## config.mk

```make
export PLATFORM = sky130hd
export DESIGN_NAME = nibble_bitop_unit
export DESIGN_NICKNAME = d
export VERILOG_FILES = /design/src/rtl/nbu_pkg.sv /design/src/rtl/nbu_bitsel.sv /design/src/rtl/nbu_modify.sv /design/src/rtl/nbu_ctrl.sv /design/src/rtl/nibble_bitop_unit.sv
export SDC_FILE = /design/constraint.sdc
export NUM_CORES = 1
export LEC_CHECK = 0
export BUFFER_PORTS_ARGS = -buffer_cell sky130_fd_sc_hd__buf_2
export CORE_MARGIN = 4
export CORE_UTILIZATION = 43
export CTS_CLUSTER_DIAMETER = 200
export CTS_CLUSTER_SIZE = 10
export DETAILED_ROUTE_END_ITERATION = 12
export PLACE_DENSITY = 0.81
export SLEW_MARGIN = 15
export SYNTH_ARGS = -nofsm -noshare
export SYNTH_HDL_FRONTEND = slang
export SYNTH_SLANG_ARGS = --single-unit
```

## constraint.sdc

```tcl
create_clock -name clk -period 0.8 [get_ports clk]
set_input_delay 0.04 -clock clk [delete_from_list [all_inputs] [get_ports clk]]
set_output_delay 0.04 -clock clk [all_outputs]
set_load 0.02 [all_outputs]
```

## src/rtl/nbu_pkg.sv

```systemverilog
package nbu_pkg;

  localparam logic [2:0] OP_READ  = 3'd0;
  localparam logic [2:0] OP_WRITE = 3'd1;
  localparam logic [2:0] OP_SET   = 3'd2;
  localparam logic [2:0] OP_CLR   = 3'd3;
  localparam logic [2:0] OP_TEST  = 3'd4;
  localparam logic [2:0] OP_XCHG  = 3'd5;

  typedef enum logic [1:0] {
    ST_IDLE = 2'd0,
    ST_RD   = 2'd1,
    ST_CAP  = 2'd2,
    ST_WR   = 2'd3
  } nbu_state_e;

  function automatic logic op_known(input logic [2:0] code);
    return code <= OP_XCHG;
  endfunction

  function automatic logic op_ends_after_read(input logic [2:0] code);
    return (code == OP_READ) || (code == OP_TEST);
  endfunction

endpackage

```

## src/rtl/nbu_bitsel.sv

```systemverilog
module nbu_bitsel #(
  parameter int DW = 4,
  localparam int BW = $clog2(DW)
) (
  input  logic [BW-1:0] sel,
  input  logic [DW-1:0] word,
  output logic [DW-1:0] mask,
  output logic          bit_o
);

  for (genvar g = 0; g < DW; g++) begin : g_mask
    assign mask[g] = (sel == BW'(g));
  end

  assign bit_o = word[sel];

endmodule

```

## src/rtl/nbu_modify.sv

```systemverilog
module nbu_modify
  import nbu_pkg::*;
#(
  parameter int DW = 4
) (
  input  logic [2:0]    op,
  input  logic [DW-1:0] word,
  input  logic [DW-1:0] mask,
  input  logic [DW-1:0] wdata,
  output logic [DW-1:0] word_o
);

  always_comb begin
    unique case (op)
      OP_SET:  word_o = word | mask;
      OP_CLR:  word_o = word & ~mask;
      default: word_o = wdata;
    endcase
  end

endmodule

```

## src/rtl/nbu_ctrl.sv

```systemverilog
module nbu_ctrl
  import nbu_pkg::*;
#(
  parameter int DW = 4,
  parameter int AW = 4,
  localparam int BW = $clog2(DW)
) (
  input  logic          clk,
  input  logic          rst_n,
  input  logic          op_valid,
  input  logic [2:0]    op_code,
  input  logic [BW-1:0] bit_sel,
  input  logic [AW-1:0] addr,
  input  logic [DW-1:0] reg_wdata,
  input  logic [DW-1:0] ram_rdata,
  input  logic          test_bit,
  output logic [2:0]    op_q,
  output logic [BW-1:0] sel_q,
  output logic [DW-1:0] wdata_q,
  output logic [DW-1:0] word_q,
  output logic [AW-1:0] ram_addr,
  output logic          ram_re,
  output logic          ram_we,
  output logic          done,
  output logic          stat_strobe,
  output logic          stat_bit,
  output logic          busy
);

  nbu_state_e    state_q, state_d;
  logic          accept, cap_en, fin, test_cap;
  logic [AW-1:0] addr_q;
  logic          done_q, stb_q, sbit_q;

  always_comb begin
    state_d = state_q;
    accept  = 1'b0;
    cap_en  = 1'b0;
    fin     = 1'b0;
    unique case (state_q)
      ST_IDLE: begin
        if (op_valid && op_known(op_code)) begin
          accept  = 1'b1;
          state_d = (op_code == OP_WRITE) ? ST_WR : ST_RD;
        end
      end
      ST_RD: state_d = ST_CAP;
      ST_CAP: begin
        cap_en = 1'b1;
        if (op_ends_after_read(op_q)) begin
          fin     = 1'b1;
          state_d = ST_IDLE;
        end else begin
          state_d = ST_WR;
        end
      end
      ST_WR: begin
        fin     = 1'b1;
        state_d = ST_IDLE;
      end
      default: state_d = ST_IDLE;
    endcase
  end

  assign test_cap = cap_en && (op_q == OP_TEST);

  always_ff @(posedge clk or negedge rst_n) begin
    if (!rst_n) begin
      state_q <= ST_IDLE;
      done_q  <= 1'b0;
      stb_q   <= 1'b0;
    end else begin
      state_q <= state_d;
      done_q  <= fin;
      stb_q   <= test_cap;
    end
  end

  always_ff @(posedge clk or negedge rst_n) begin
    if (!rst_n) begin
      op_q    <= OP_READ;
      sel_q   <= '0;
      addr_q  <= '0;
      wdata_q <= '0;
    end else if (accept) begin
      op_q    <= op_code;
      sel_q   <= bit_sel;
      addr_q  <= addr;
      wdata_q <= reg_wdata;
    end
  end

  always_ff @(posedge clk or negedge rst_n) begin
    if (!rst_n) begin
      word_q <= '0;
    end else if (cap_en) begin
      word_q <= ram_rdata;
    end
  end

  always_ff @(posedge clk or negedge rst_n) begin
    if (!rst_n) begin
      sbit_q <= 1'b0;
    end else if (test_cap) begin
      sbit_q <= test_bit;
    end
  end

  assign ram_re      = (state_q == ST_RD);
  assign ram_we      = (state_q == ST_WR);
  assign ram_addr    = addr_q;
  assign busy        = (state_q != ST_IDLE);
  assign done        = done_q;
  assign stat_strobe = stb_q;
  assign stat_bit    = sbit_q;

  a_r8_strobe_exclusive: assert property (@(posedge clk) disable iff (!rst_n)
    !(ram_re && ram_we));

  a_r8_addr_held: assert property (@(posedge clk) disable iff (!rst_n)
    (busy && $past(busy)) |-> $stable(ram_addr));

  a_r11_done_single: assert property (@(posedge clk) disable iff (!rst_n)
    done |=> !done);

  a_r4_strobe_with_done: assert property (@(posedge clk) disable iff (!rst_n)
    stat_strobe |-> done);

  a_r7_write_skips_read: assert property (@(posedge clk) disable iff (!rst_n)
    (ram_we && op_q == OP_WRITE) |-> !$past(ram_re));

  a_r9_idle_after_done: assert property (@(posedge clk) disable iff (!rst_n)
    done |-> !ram_re && !ram_we);

endmodule

```

## src/rtl/nibble_bitop_unit.sv

```systemverilog
module nibble_bitop_unit
  import nbu_pkg::*;
#(
  parameter int DW = 4,
  parameter int AW = 4,
  localparam int BW = $clog2(DW)
) (
  input  logic          clk,
  input  logic          rst_n,
  input  logic          op_valid,
  input  logic [2:0]    op_code,
  input  logic [BW-1:0] bit_sel,
  input  logic [AW-1:0] addr,
  input  logic [DW-1:0] reg_wdata,
  output logic          ram_re,
  output logic          ram_we,
  output logic [AW-1:0] ram_addr,
  output logic [DW-1:0] ram_wdata,
  input  logic [DW-1:0] ram_rdata,
  output logic [DW-1:0] rd_data,
  output logic          stat_strobe,
  output logic          stat_bit,
  output logic          done,
  output logic          busy
);

  logic [1:0]    rst_pipe;
  logic          rst_sync_n;
  logic [2:0]    op_q;
  logic [BW-1:0] sel_q;
  logic [DW-1:0] wdata_q, word_q, mask, read_mask;
  logic          test_bit, word_bit_unused;

  always_ff @(posedge clk or negedge rst_n) begin
    if (!rst_n) begin
      rst_pipe <= 2'b00;
    end else begin
      rst_pipe <= {rst_pipe[0], 1'b1};
    end
  end
  assign rst_sync_n = rst_pipe[1];

  nbu_ctrl #(.DW(DW), .AW(AW)) u_ctrl (
    .clk         (clk),
    .rst_n       (rst_sync_n),
    .op_valid    (op_valid),
    .op_code     (op_code),
    .bit_sel     (bit_sel),
    .addr        (addr),
    .reg_wdata   (reg_wdata),
    .ram_rdata   (ram_rdata),
    .test_bit    (test_bit),
    .op_q        (op_q),
    .sel_q       (sel_q),
    .wdata_q     (wdata_q),
    .word_q      (word_q),
    .ram_addr    (ram_addr),
    .ram_re      (ram_re),
    .ram_we      (ram_we),
    .done        (done),
    .stat_strobe (stat_strobe),
    .stat_bit    (stat_bit),
    .busy        (busy)
  );

  nbu_bitsel #(.DW(DW)) u_sel_word (
    .sel   (sel_q),
    .word  (word_q),
    .mask  (mask),
    .bit_o (word_bit_unused)
  );

  nbu_bitsel #(.DW(DW)) u_sel_read (
    .sel   (sel_q),
    .word  (ram_rdata),
    .mask  (read_mask),
    .bit_o (test_bit)
  );

  nbu_modify #(.DW(DW)) u_modify (
    .op     (op_q),
    .word   (word_q),
    .mask   (mask),
    .wdata  (wdata_q),
    .word_o (ram_wdata)
  );

  assign rd_data = word_q;

  a_r2_others_kept: assert property (@(posedge clk) disable iff (!rst_sync_n)
    (ram_we && (op_q == OP_SET || op_q == OP_CLR)) |->
      (((ram_wdata ^ word_q) & ~mask) == '0));

  a_r2_bit_forced_high: assert property (@(posedge clk) disable iff (!rst_sync_n)
    (ram_we && op_q == OP_SET) |-> ((ram_wdata & mask) != '0));

  a_r3_bit_forced_low: assert property (@(posedge clk) disable iff (!rst_sync_n)
    (ram_we && op_q == OP_CLR) |-> ((ram_wdata & mask) == '0));

  a_r1_mask_onehot: assert property (@(posedge clk) disable iff (!rst_sync_n)
    busy |-> ($onehot0(read_mask) && (read_mask == mask)));

  a_r10_quiet_in_reset: assert property (@(posedge clk)
    !rst_sync_n |-> !(done || stat_strobe || busy || ram_re || ram_we));

endmodule

```

==> flow_metrics.py, run 1 <==
metrics = {
    "status": {
        "outcome": "complete, but fails checks",
        "violations_in_the_final_reports": "negative setup slack",
    },
    "worst_setup_path": {
        "setup.worst_path.class": "reg2out",
        "crit_path_frequent_cell": "buf_6",
        "critical-path-max-stage-delay_ns": 0.42,
        "timing.critical_path.depth": 5,
        "cp_data_required_time_ns": 0.76,
        "cp_slowest_cell": "dfrtp_1",
        "worst-path-max-fanout": 5,
        "setup.worst_path.start_class": "register",
        "cp_top_delay_family": "flip-flops",
        "cp.buffers_inverters": 2,
        "reg2reg_depth": 5,
        "cp-end-kind": "primary output",
        "worstPathArrival_ns": 1.45,
        "timing.critical_path.cells": "buf_6 -> nor2_2 -> mux2i_1 -> o21ai_2 -> buf_6",
    },
    "timing": {
        "totalNegativeSetupSlack_ns": -16.41,
        "finalCriticalPeriod_ns": 1.49,
        "setup_viol_count_final": 40,
        "hold_violations": 0,
        "setup_slack_ns": -0.691,
        "maxSlewViolCount": 0,
        "achievable-frequency_mhz": 671,
        "period_share": 1.86,
        "rsz0062_at_grt": "yes",
        "timing.clock.skew_ns": 0.0124,
    },
    "cts": {
        "cts.reportedPaths.clkPinSlew_ns": 0.13,
        "cts.sinks": 24,
        "clock_tree_from_tritoncts": "done",
        "cts.root.buffer_cell": "clkbuf_4",
        "clock_latency_at_the_later_pin_of_the_worst_skew_pair_ns": 0.33,
        "clockBufferDepth": 2,
        "h-tree-depth": 1,
        "numCtsBuffers": 3,
    },
    "min_path": {
        "min_path_cells": 3,
        "timing.hold.worst.class": "in2reg",
    },
    "flow_run": {
        "max-cap-violations": 0,
    },
    "logic_synthesis": {
        "synthSimpleGateAreaFrac": 0.0908,
        "main_combinational_cell_family_by_area_after_synthesis": "multiplexers",
        "yosys.area_share.xor_xnor": 0,
        "mappedNetlistArea_um2": 1070,
        "synth_mux_area_frac": 0.285,
        "synth_seq_cells": 24,
        "mappedNetlistNets": 97,
        "ys_seq_area_frac": 0.559,
        "syn_avg_cell_area_um2": 14.0,
        "ys_warn_count": 0,
        "netlist_instances": 77,
        "netlist-cell-type-count": 21,
        "compound_gate_portion_of_the_synthesized_area": 0.0477,
        "synth_fa_ha_area_frac": 0,
    },
    "final_layout": {
        "postLayoutCoreUtil": 0.832,
        "design_area_um2": 1910,
        "num-fill-cells": 115,
        "layout-area-overhead-vs-synth_pct": 77.9,
        "drive_gt1_frac": 0.673,
        "antenna_cells_inserted": 0,
        "finish.cell_count_without_fillers": 181,
        "final_net_count": 174,
    },
    "grt": {
        "grt.total_usage": 0.200,
        "globalRoute.totalOverflow": 0,
        "grt_max_degree": 23,
        "first_global_vias": 986,
        "antenna_found_initial": 0,
        "grt_first_pass_wirelength_um": 5010,
    },
    "place": {
        "gp_congestion": 0.734,
        "dpl.hpwl_um": 1870,
        "place_area_um2": 1450,
        "portBuffers": 37,
        "preCtsSetupSlack_ns": -0.509,
        "placed_cells": 154,
    },
    "floorplan": {
        "floorplan.rows": 17,
        "start_util": 0.468,
        "placeableCoreArea_um2": 2300,
        "fp.dieArea_um2": 3360,
        "die_h_um": 58.0,
        "pin_count": 38,
        "dieWidth_um": 58.0,
    },
    "detailed_routing": {
        "antenna_violating_nets_post_route": 0,
        "post-route-drc-count": 0,
        "drt-pass1-iter-count": 5,
        "detail_route.vias_per_cell": 5.16,
        "drt-wirelength-per-cell_um": 18.1,
        "drt-initial-drc-count": 21,
        "totalWireLength_um": 3280,
        "detailroute.via_count": 934,
    },
    "power_and_ir_drop": {
        "power_leakage_nw": 0.940,
        "vdd_drop_max_uv": 3250,
        "power_density_nw_per_um2": 4410,
    },
}
[placed cells by master, fill, tap and decap left out, types with 2 or more instances in the layout]
cell type	n
buf_2	21
buf_6	21
dfrtp_1	21
dlygate4sd3_1	16
mux2_4	14
buf_4	13
nand2_1	5
mux2_2	4
o21ai_2	3
clkbuf_4	3
dfrtp_2	3
nor2_2	2
nand2b_4	2
mux2i_1	2
nor2_1	2
buf_12	2
[synth_stat cells]
| cell type | n | area, um2 |
|---|---|---|
| mux2_4 | 10 | 150 |
| nor2_1 | 4 | 15.0 |
| mux2i_1 | 4 | 40.0 |
| o21ai_0 | 5 | 25.0 |
| nor2b_1 | 1 | 6.26 |
| nand2_2 | 1 | 6.26 |
| buf_6 | 1 | 11.3 |
| nand2_1 | 6 | 22.5 |
| mux2_2 | 8 | 90.1 |
| nand2b_1 | 3 | 18.8 |
| or2_2 | 1 | 6.26 |
| and2b_4 | 1 | 10.0 |
| o21a_1 | 1 | 7.51 |
| and2_1 | 1 | 6.26 |
| dfrtp_1 | 24 | 601 |
| a31oi_1 | 1 | 6.26 |
| and3_1 | 1 | 6.26 |
| a211oi_2 | 1 | 12.5 |
| conb_1 | 1 | 3.75 |
| inv_1 | 1 | 3.75 |
| mux4_1 | 1 | 26.3 |
[power by group]
part	leakage [nW]	internal (mW)	switching, mW
clock	0.0279	0.507	0.398
sequential	0.283	1.78	0.563
combinational	0.629	2.96	2.22
total	0.940	5.26	3.19
[tightest hold or removal path: stages]
cell     delay, ns
buf_2         0.12
a31oi_4       0.08
nor2_1        0.09
[final timing paths]
path / end / slack, ns / startpoint
max in group asynchronous: rst_pipe[1] / 0.16 / rst_n
hold / removal: u_ctrl.state_q[1] / 0.04 / op_valid
setup reg to reg: u_ctrl.op_q[2] / -0.58 / u_ctrl.state_q[1]
hold reg to reg: u_ctrl.wdata_q[3] / 0.22 / rst_pipe[1]
min in group asynchronous: u_ctrl.wdata_q[3] / 0.22 / rst_pipe[1]
setup / recovery: ram_wdata[0] / -0.69 / u_ctrl.sel_q[0]
[cell type report]
type                            count  area [um2]  share of cell area
Clock inverter                      1        30.0              0.0157
Tap cell                           28        35.0              0.0183
Clock buffer                        3        22.5              0.0118
Multi-Input combinational cell     51         577               0.302
Sequential cell                    24         604               0.316
Inverter                            1        3.75             0.00196
Timing Repair Buffer               73         639               0.334
[kinds of logic after synthesis]
family                 after synthesis
DFF                                 24
other                                1
AOI/OAI and AO/OA                    8
muxes                               23
buffers and inverters                2
and+or+nand+nor                     19
[sequential cells by signal, summed over array words and instances, names as in the netlist, 2 cells and up]
name	count
rst_pipe	2
u_ctrl.sel_q	2
u_ctrl.state_q	2
u_ctrl.word_q	4
u_ctrl.wdata_q	4
u_ctrl.ram_addr	4
u_ctrl.op_q	3
[stage by stage]
stage                     hold WS, ns  power [mW]
final                          0.0372        8.44
after global routing           0.0449        8.79
after CTS                      0.0207        8.02
after detailed placement       -0.174        5.89
after global placement         -0.175        5.73
after floorplan                -0.256        4.63
[metal layers]
layer | global-route usage | vias to the layer above | part of all wire | wire [um]
met5 | 0 | - | 0 | 0
met4 | 0.0596 | 0 | 0.019 | 62
met3 | 0.0223 | 8 | 0.050 | 163
met2 | 0.363 | 38 | 0.55 | 1800
met1 | 0.249 | 469 | 0.38 | 1260
li1 | - | 419 | - | -
[what timing repair did]
action,4_1_cts,5_1_grt
setup buffers,7,0
pin swaps,4,2
endpoints found under the setup margin,40,40
gates resized for setup,45,10
hold endpoints to repair,16,0
hold buffers,16,0
(Power assumes the default switching activity.)
==> run 2, diff against run 1 <==
- REMOVE_ABC_BUFFERS: unset -> 1
==> run 2 against run 1 <==
Compared with the run above:
- the run still ends with negative setup slack left
- register-to-register slack is essentially flat
- global-route usage increased by 1.7 points
- routed wire length is 4.2% higher
- worst hold slack got worse by 0.037 ns
- non-clock buffer count rose by 7
- cell area up 1.2%
- utilization grew 1.0 points
- flip-flop and latch count is the same
- clock power fell by 1%
- sequential share of layout area decreased by 0.45 points
- worst setup slack got worse by 0.023 ns
- die area stayed put
- critical path type unchanged
==> flow_metrics.py, run 2 (synthesis results as in run 1) <==
metrics = {
    "detailed_routing": {
        "detailroute.via_count": 954,
        "antenna_violating_nets_post_route": 0,
        "post-route-drc-count": 0,
        "totalWireLength_um": 3420,
        "drt-pass1-iter-count": 4,
        "detail_route.vias_per_cell": 5.07,
        "drt-wirelength-per-cell_um": 18.2,
        "drt-initial-drc-count": 30,
    },
    "worst_setup_path": {
        "cp_slowest_cell": "dfrtp_1",
        "setup.worst_path.start_class": "register",
        "critical-path-max-stage-delay_ns": 0.41,
        "cp-end-kind": "primary output",
        "timing.critical_path.cells": "buf_6 -> nor2_4 -> mux2i_1 -> o21ai_1 -> buf_4",
        "crit_start": "u_ctrl.sel_q[0]",
        "setup.reg_to_reg.worst_slack_ns": -0.59,
        "worst-path-max-fanout": 5,
        "cp.buffers_inverters": 2,
        "cp_top_delay_family": "flip-flops",
        "worstPathArrival_ns": 1.47,
        "crit_path_end": "ram_wdata[0]",
        "cp_data_required_time_ns": 0.76,
        "timing.critical_path.depth": 5,
        "r2r_start": "u_ctrl.state_q[1]",
        "r2r-end": "u_ctrl.ram_addr[0]",
        "setup.worst_path.class": "reg2out",
        "reg2reg_depth": 4,
    },
    "place": {
        "preCtsSetupSlack_ns": -0.517,
        "place_area_um2": 1410,
        "dpl.hpwl_um": 1860,
        "portBuffers": 37,
        "gp_congestion": 0.767,
        "placed_cells": 156,
    },
    "timing": {
        "rsz0062_at_grt": "yes",
        "setup_slack_ns": -0.714,
        "maxSlewViolCount": 0,
        "period_share": 1.89,
        "totalNegativeSetupSlack_ns": -17.22,
        "timing.clock.skew_ns": 0.00145,
        "setup_viol_count_final": 40,
        "finalCriticalPeriod_ns": 1.51,
        "hold_violations": 0,
        "achievable-frequency_mhz": 660,
    },
    "grt": {
        "grt_first_pass_wirelength_um": 5510,
        "antenna_found_initial": 0,
        "grt.total_usage": 0.218,
        "grt_max_degree": 15,
        "globalRoute.totalOverflow": 0,
        "first_global_vias": 1027,
    },
    "cts": {
        "h-tree-depth": 1,
        "clock_latency_at_the_later_pin_of_the_worst_skew_pair_ns": 0.32,
        "cts.reportedPaths.clkPinSlew_ns": 0.14,
        "clockBufferDepth": 2,
        "cts.sinks": 24,
        "cts.root.buffer_cell": "clkbuf_4",
        "clock_tree_from_tritoncts": "done",
        "numCtsBuffers": 3,
    },
    "power_and_ir_drop": {
        "power_leakage_nw": 0.976,
        "vdd_drop_max_uv": 3390,
        "power_density_nw_per_um2": 4360,
    },
    "floorplan": {
        "fp.dieArea_um2": 3360,
        "die_h_um": 58.0,
        "placeableCoreArea_um2": 2300,
        "dieWidth_um": 58.0,
        "floorplan.rows": 17,
        "pin_count": 38,
        "start_util": 0.468,
    },
    "final_layout": {
        "drive_gt1_frac": 0.650,
        "final_net_count": 181,
        "finish.cell_count_without_fillers": 188,
        "layout.cells.most_common_list": "buf_6, dfrtp_1, buf_2",
        "layout.cells.most_common": "buf_6",
        "num-fill-cells": 108,
        "layout-area-overhead-vs-synth_pct": 80.1,
        "design_area_um2": 1940,
        "antenna_cells_inserted": 0,
    },
    "status": {
        "violations_in_the_final_reports": "negative setup slack",
        "outcome": "complete, but fails checks",
    },
    "flow_run": {
        "max-cap-violations": 0,
    },
    "min_path": {
        "timing.hold.worst.class": "in2async",
    },
}
## run 2: changes by cell type in the layout (fill, tap and decap cells not counted), sizes merged
cell | before | now
buf | 57 | 63
clkbuf | 3 | 4
## run 2: layer usage
metal / wire (um) / up-vias / GRT usage
met3: 180 / 7 / 0.0334
met5: 0 / - / 0
li1: - / 431 / -
met2: 1770 / 37 / 0.405
met1: 1400 / 479 / 0.262
met4: 75 / 0 / 0.0464
## run 2: layout make-up
type / instances / area [um2] / area share
tap: 28 / 35.0 / 0.0181
multi-input combinational: 51 / 534 / 0.276
timing repair buffer: 80 / 707 / 0.365
clock buffer: 3 / 22.5 / 0.0116
clock inverter: 1 / 30.0 / 0.0155
sequential: 24 / 603 / 0.312
inverter: 1 / 3.75 / 0.00194
## run 2: power by group
group	internal, mW	switching [mW]
logic	3.07	2.18
registers	1.78	0.528
clock network	0.507	0.386
## run 2: through the flow
step / hold WS, ns / util / power, mW
floorplan: -0.256 / - / 4.25
global placement: -0.173 / 0.613 / 5.45
detailed placement: -0.172 / 0.613 / 5.59
CTS: 0.000514 / 0.806 / 7.82
global route: -0.00717 / 0.843 / 8.84
finish: 0.000687 / 0.843 / 8.45
## run 2: timing repair
| action | 4_1_cts | 5_1_grt |
|---|---|---|
| hold buffers | 16 | 0 |
| setup endpoints to repair | 40 | 40 |
| buffers inserted | 7 | 7 |
| gates cloned | 1 | 0 |
| pin swaps | 6 | 6 |
| hold endpoints to repair | 18 | 0 |
| gates resized for setup | 56 | 14 |
## run 2: worst min-delay path by stage
stage | depth (start not counted) | start | to
final | 2 | rst_n | rst_pipe[0]
after detailed placement | 1 | rst_n | rst_pipe[0]
after floorplan | 0 | rst_n | rst_pipe[0]
after global placement | 1 | rst_n | rst_pipe[0]
after CTS | 2 | rst_n | rst_pipe[0]
after global routing | 2 | rst_n | rst_pipe[1]
